File: src/rtl/banked_clkdiv_pkg.sv
// Package: shared constants and types for the banked clock divider.
// Assumes banks are indexed A=0 upward and all outputs in a bank are identical.
package banked_clkdiv_pkg;
    localparam int unsigned DEF_BANKS    = 4;
    localparam int unsigned DEF_PER_BANK = 5;
    localparam int unsigned DEF_POL_W    = 2;

    typedef enum logic {
        RATE_HALF = 1'b0,
        RATE_FULL = 1'b1
    } rate_e;
endpackage

File: src/rtl/bank_polarity_decode.sv
// Module: turns the thermometer polarity code into one invert flag per bank.
// Bank b is inverted when b <= code, so bank 0 is inverted for any code.
// Assumes BANKS <= 2**POL_W so every bank can be reached by some code.
module bank_polarity_decode #(
    parameter int unsigned BANKS = 4,
    parameter int unsigned POL_W = 2
) (
    input  logic [POL_W-1:0] pol_code,
    output logic [BANKS-1:0] invert
);
    localparam int unsigned IDX_W = (POL_W > 1) ? POL_W + 1 : 2;

    for (genvar b = 0; b < BANKS; b++) begin : g_bank
        localparam logic [IDX_W-1:0] BIDX = IDX_W'(b);
        // Thermometer compare for this bank
        assign invert[b] = (BIDX <= IDX_W'(pol_code));
    end
endmodule

File: src/rtl/bank_rate_gen.sv
// Module: produces one bank's level, either the input clock or a divide-by-two
// toggle, then applies the bank's invert flag. The toggle is cleared by the
// synchronous active-low run input; the full-rate path is gated low while
// the run input is low so that a bank rests at its polarity level.
// Assumes rate and invert are static while running.
module bank_rate_gen
    import banked_clkdiv_pkg::*;
(
    input  logic clk_in,
    input  logic run_n,
    input  logic rate,
    input  logic invert,
    output logic level
);
    logic half_q;
    logic raw;

    // Divide-by-two toggle with synchronous active-low clear
    always_ff @(posedge clk_in) begin
        if (!run_n) begin
            half_q <= 1'b0;
        end else begin
            half_q <= ~half_q;
        end
    end

    // Pick the rate and apply polarity
    always_comb begin
        if (rate_e'(rate) == RATE_FULL) begin
            raw = clk_in & run_n;
        end else begin
            raw = half_q;
        end
        level = raw ^ invert;
    end
endmodule

File: src/rtl/bank_fanout.sv
// Module: replicates one bank level and enable onto the bank's output slice.
// Assumes the enable is common to every output of the bank.
module bank_fanout #(
    parameter int unsigned WIDTH = 5
) (
    input  logic             level,
    input  logic             enable,
    output logic [WIDTH-1:0] data_o,
    output logic [WIDTH-1:0] oe_o
);
    // Copy level and enable to every output of the bank
    always_comb begin
        data_o = {WIDTH{level}};
        oe_o   = {WIDTH{enable}};
    end
endmodule

File: src/rtl/banked_clkdiv.sv
// Module: top of the banked clock divider. Decodes polarity, builds one rate
// generator and one fanout per bank, and packs bank b into bits
// [b*PER_BANK +: PER_BANK] of the output vectors.
// Assumes rate_sel and pol_code only change while run_oe_n is low.
module banked_clkdiv
    import banked_clkdiv_pkg::*;
#(
    parameter int unsigned BANKS    = DEF_BANKS,
    parameter int unsigned PER_BANK = DEF_PER_BANK,
    parameter int unsigned POL_W    = DEF_POL_W
) (
    input  logic                      clk_in,
    input  logic                      run_oe_n,
    input  logic [BANKS-1:0]          rate_sel,
    input  logic [POL_W-1:0]          pol_code,
    output logic [BANKS*PER_BANK-1:0] q_data,
    output logic [BANKS*PER_BANK-1:0] q_oe
);
    localparam int unsigned OUTS = BANKS * PER_BANK;

    logic [BANKS-1:0] bank_inv;
    logic [BANKS-1:0] bank_lvl;

    bank_polarity_decode #(
        .BANKS (BANKS),
        .POL_W (POL_W)
    ) u_pol (
        .pol_code (pol_code),
        .invert   (bank_inv)
    );

    for (genvar b = 0; b < BANKS; b++) begin : g_bank
        bank_rate_gen u_rate (
            .clk_in (clk_in),
            .run_n  (run_oe_n),
            .rate   (rate_sel[b]),
            .invert (bank_inv[b]),
            .level  (bank_lvl[b])
        );

        bank_fanout #(
            .WIDTH (PER_BANK)
        ) u_fan (
            .level  (bank_lvl[b]),
            .enable (run_oe_n),
            .data_o (q_data[b*PER_BANK +: PER_BANK]),
            .oe_o   (q_oe[b*PER_BANK +: PER_BANK])
        );
    end

    if (OUTS == 0) begin : g_empty_guard
        initial $error("banked_clkdiv needs at least one output");
    end
endmodule

File: config.mk
export PLATFORM = sky130hd
export DESIGN_NAME = banked_clkdiv
export DESIGN_NICKNAME = d
export VERILOG_FILES = /design/src/rtl/banked_clkdiv_pkg.sv /design/src/rtl/bank_polarity_decode.sv /design/src/rtl/bank_rate_gen.sv /design/src/rtl/bank_fanout.sv /design/src/rtl/banked_clkdiv.sv
export SDC_FILE = /design/constraint.sdc
export NUM_CORES = 1
export LEC_CHECK = 0
export BUFFER_PORTS_ARGS = -buffer_cell sky130_fd_sc_hd__buf_2
export CORE_UTILIZATION = 34
export DETAILED_ROUTE_END_ITERATION = 10
export HOLD_SLACK_MARGIN = 0.1
export PLACE_DENSITY = 0.8
export RECOVER_POWER = 100
export SETUP_SLACK_MARGIN = 0.1
export SLEW_MARGIN = 20
export SYNTH_ARGS = -nofsm -noshare
export SYNTH_HDL_FRONTEND = slang
export SYNTH_SLANG_ARGS = --single-unit
File: constraint.sdc
create_clock -name clk_in -period 1.4 [get_ports clk_in]
set_clock_uncertainty 0.05 [all_clocks]
set_input_delay 0.28 -clock clk_in [delete_from_list [all_inputs] [get_ports clk_in]]
set_output_delay 0.28 -clock clk_in [all_outputs]
set_load 0.01 [all_outputs]
## After elaboration in Yosys (flattened, before gate mapping)

Cells that the tools add are included.

| storage, ports and cells | value |
|---|---|
| RAM bits | 0 |
| register bits | 4 |
| logic and storage cells | 20 |
| memories kept | 0 |
| input port bits | 8 |
| bits in latches | 0 |
| bits in read-only memories | 0 |

| cells by class | value |
|---|---|
| $add $sub $neg | 0 |
| bitwise gates (word level) | 9 |
| muxes and demuxes | 4 |
| eq/ne operators | 0 |
| reduce and logical (&&, ||, !) cells | 0 |
| multipliers | 0 |
| magnitude comparators | 3 |
| shift operators | 0 |
| div/mod/pow operators | 0 |

Operators by type and width:

| kind | count |
|---|---|
| NOT 1 bit | 5 |
| less-or-equal comparator 2 bit (first input constant) | 2 |
| 2-to-1 mux 1 bit | 4 |
| XOR 1 bit | 3 |
| less-or-equal comparator 1 x 2 -> 1 bit (first input constant) | 1 |
| AND 1 bit | 1 |

## Depth between registers and ports, before layout

| depth | value |
|---|---|
| depth after elaboration | 3 |
| gate-level depth with buffers | 4 |

## Hierarchy

A second synthesis with hierarchy kept.

| unflattened totals | value |
|---|---|
| cell total of the unflattened synthesis | 65 |
| area total of the unflattened synthesis | 529.3 um^2 |

Modules (own cells, without submodules):

| module | times used | area an instance (um^2) | sequential area each (um^2) | cells each |
|---|---|---|---|---|
| bank_fanout | 4 | 75.1 | 0.0 | 10 |
| bank_rate_gen | 4 | 50.0 | 20.0 | 5 |
| bank_polarity_decode | 1 | 28.8 | 0.0 | 5 |

==> summary.md <==
| Metric | Value |
|---|---|
| Count of unresolved DRC violations after routing | 0 |
| Initial standard-cell utilization of the core | 37.0% |
| RSZ-0062 raised after global routing | true |
| Outcome | finished with violations |
| Worst Max-Slew Pin Slew | ~0.63 ns |
| Failing checks | setup timing |
| CP Launch Type | clock port |
| Final sum of negative setup slack | -14.79 ns |
| Number of buffer and inverter instances along the worst setup path | 5 |
| Floorplan core area | 1320 um2 |
| Headroom to the max-slew limit | 58.1% |
| Final wirelength | 1530 um |
| Die Ht | 39.9 um |
| Seq/Total Area, Yosys | between 10% and 20% |
| Clock tree from TritonCTS | done |
| Worst hold-check path type | reg2reg |
| Area taken by multi-input logic gates | between 100 and 150 um2 |
| Number of standard cells after synthesis | 58 |
| Critical Setup Path Class | clk2out |
| Instance count along the most critical hold path | 1 |
| Cell Int Power | approximately 1.1 mW |
| PnR worst setup slack | -0.683 ns |
| Top cell family by delay on the critical path | buffers and inverters |
| Final setup violation count | 41 |
| Number of register bits inferred by synthesis | 4 |
| Insertion delay of the later-clocked pin in the worst-skew pair | 0.34 ns |
| Switch Pwr | 583 uW |
| Detail-routed via count per cell | 4.42 |
| Syn_area_per_cell | 8.41 um2 |
| Cell mode on critical path | sky130_fd_sc_hd__buf_8 |
| Sequential group share of total power | 7.6% |
| Flip-flop count of the largest register after layout | 4 |
| CP arrival | 1.75 ns |
| Power per cell area | 2060 nW/um2 |
| Maximum number of pins on one net before global-route repair | 25 |
| Netlist area before placement | roughly 490 um2 |
| Top Registers | g_bank.u_rate.half_q x4 |
| Die area | 1590 um2 |
| Vias after detailed routing | roughly 460 |
| Fillcell total | 99 |
| Cell with the largest stage delay on the worst path | sky130_fd_sc_hd__xor2_1 |
| Clock-pin transition on the worst setup and hold timing paths | 0.04 ns |
| Diodes inserted | 0 |
| Die extent in x | 39.9 um |
| Req. time, crit path | 1.07 ns |
| Wire length of the first global-routing pass | 1930 um |
| Total of max-cap violations | 0 |
| Power share of the combinational group | 4.5% |
| Nets in the synthesized netlist | 66 |
| Seq. cell area | 80.1 um2 |
| Vias in the first global route | 560 |
| Fin. Hold Viols | 0 |
| Total congestion overflow | 0 |
| Total I/O pin count | 48 |
| Leakage power of the design | 0.430 nW |
| GRT Overall Usage | 25.6% |
| Element type at the critical path end | output port |
| Max-slew violation total from the final report | 0 |
| Number of logic stages on the critical path including buffering | 8 |
| Worst Hold Margin | roughly 0.37 ns |
| Cell chain of the critical path | buf_8 -> and2_4 -> buf_8 -> mux2i_4 -> xor2_1 -> buf_4 -> buf_8 -> buf_6 |
| Number of I/O port buffers | 47 |
| Cell Rows | 13 |
| Critical Path Max Stage Delay | 0.18 ns |
| Area Overhead vs Synth | 69.2% |
| Remaining antenna violation count | 0 |
| Routed length per instance | 14.6 um |
| Depth of the worst register-to-register path | 1 |
| Peak VDD IR | approximately 0.00085 V |
| Yosys warns | 0 |
| Sw frac | 34.4% |
| Post-synthesis cell type count | 9 |
| Maximum fanout count along the critical path | 3 |
| Fraction of layout cells with a size suffix above 1 | 78.9% |
| Final layout net count | 96 |
| Final weighted congestion in routability-driven placement | approximately 0.54 |
| Setup WS pre-CTS | -0.312 ns |
| DRT Pass-1 Iters | 6 |
| Initial antenna violation count | 0 |
| Largest register by flop count | g_bank.u_rate.half_q |
| Violation count after the first detailed-route iteration | 7 |
| Hold-fix buffer count after cts | 0 |
| Share of power burned in the clock network | 87.8% |
[cells by family after synthesis]
family        share of synthesized area (%)
simple gates                           8.46
mux                                    8.21
flops                                  16.4
buf+inv                                61.5
xor+xnor                               5.39
[cell type report]
cell class	instances	share of cell area, %
clock buffer	43	53.6
timing repair buffer	29	18.9
multi-input combinational	14	15.5
sequential	4	9.70
tap	15	2.27
[routing by layer]
metal	routed length, um	vias up	part of all wire, %	track usage [%]
met5	0	-	0	5.00
met2	680	67	44	21.8
met1	434	183	28	7.33
li1	-	198	-	-
met3	332	16	22	40.9
met4	86	0	5.6	61.2
[cell usage in the layout (no fill, tap or decap)]
| master | netlist | final |
|---|---|---|
| sky130_fd_sc_hd__and2_4 | 1 | 1 |
| sky130_fd_sc_hd__buf_2 | 0 | 26 |
| sky130_fd_sc_hd__buf_4 | 40 | 4 |
| sky130_fd_sc_hd__buf_6 | 0 | 24 |
| sky130_fd_sc_hd__buf_8 | 0 | 7 |
| sky130_fd_sc_hd__clkbuf_1 | 0 | 5 |
| sky130_fd_sc_hd__clkbuf_4 | 0 | 6 |
| sky130_fd_sc_hd__dfxtp_1 | 4 | 4 |
| sky130_fd_sc_hd__mux2i_1 | 4 | 1 |
| sky130_fd_sc_hd__mux2i_2 | 0 | 2 |
| sky130_fd_sc_hd__mux2i_4 | 0 | 1 |
| sky130_fd_sc_hd__nand2_1 | 1 | 1 |
| sky130_fd_sc_hd__nor2_1 | 1 | 1 |
| sky130_fd_sc_hd__nor2b_1 | 4 | 4 |
| sky130_fd_sc_hd__xnor2_1 | 1 | 1 |
| sky130_fd_sc_hd__xor2_1 | 2 | 2 |
[synth_stat cells]
master / n / share of area, %
sky130_fd_sc_hd__and2_4: 1 / 1.8
sky130_fd_sc_hd__buf_4: 40 / 62
sky130_fd_sc_hd__dfxtp_1: 4 / 16
sky130_fd_sc_hd__mux2i_1: 4 / 8.2
sky130_fd_sc_hd__nand2_1: 1 / 0.77
sky130_fd_sc_hd__nor2_1: 1 / 0.77
sky130_fd_sc_hd__nor2b_1: 4 / 5.1
sky130_fd_sc_hd__xnor2_1: 1 / 1.8
sky130_fd_sc_hd__xor2_1: 2 / 3.6
[metrics by stage]
step / util (%) / instance area [um2] / total power [mW] / cells
after floorplan: - / 488 / 0.725 / 58
after global placement: 34.1 / 449 / 0.608 / 81
after detailed placement: 34.1 / 449 / 0.609 / 81
after CTS: 55.6 / 732 / 1.44 / 104
after global routing: 62.7 / 826 / 1.80 / 105
final: 62.7 / 826 / 1.70 / 105
[power by group through the flow]
stage	clock [mW]	combinational (mW)	sequential [mW]
after floorplan	0.532	0.0650	0.128
after global placement	0.409	0.0704	0.128
after detailed placement	0.409	0.0709	0.129
after CTS	1.24	0.0745	0.128
after global routing	1.58	0.0829	0.130
final	1.49	0.0771	0.129
[worst paths after layout]
check	slack, ns	from	to
worst min register to register	0.37	g_bank[0].u_rate.half_q	g_bank[0].u_rate.half_q
worst max register to register	0.78	g_bank[3].u_rate.half_q	g_bank[3].u_rate.half_q
worst max-delay path	-0.68	clk_in	q_data[16]
worst min-delay path	0.37	g_bank[0].u_rate.half_q	g_bank[0].u_rate.half_q
[repair_timing]
action                                  in CTS  in global routing
resized for setup                           21                 30
buffers inserted                             0                  1
pin swaps                                    3                  3
endpoints found under the setup margin      21                 21
Note: power is estimated with default switching activity, not from simulation.
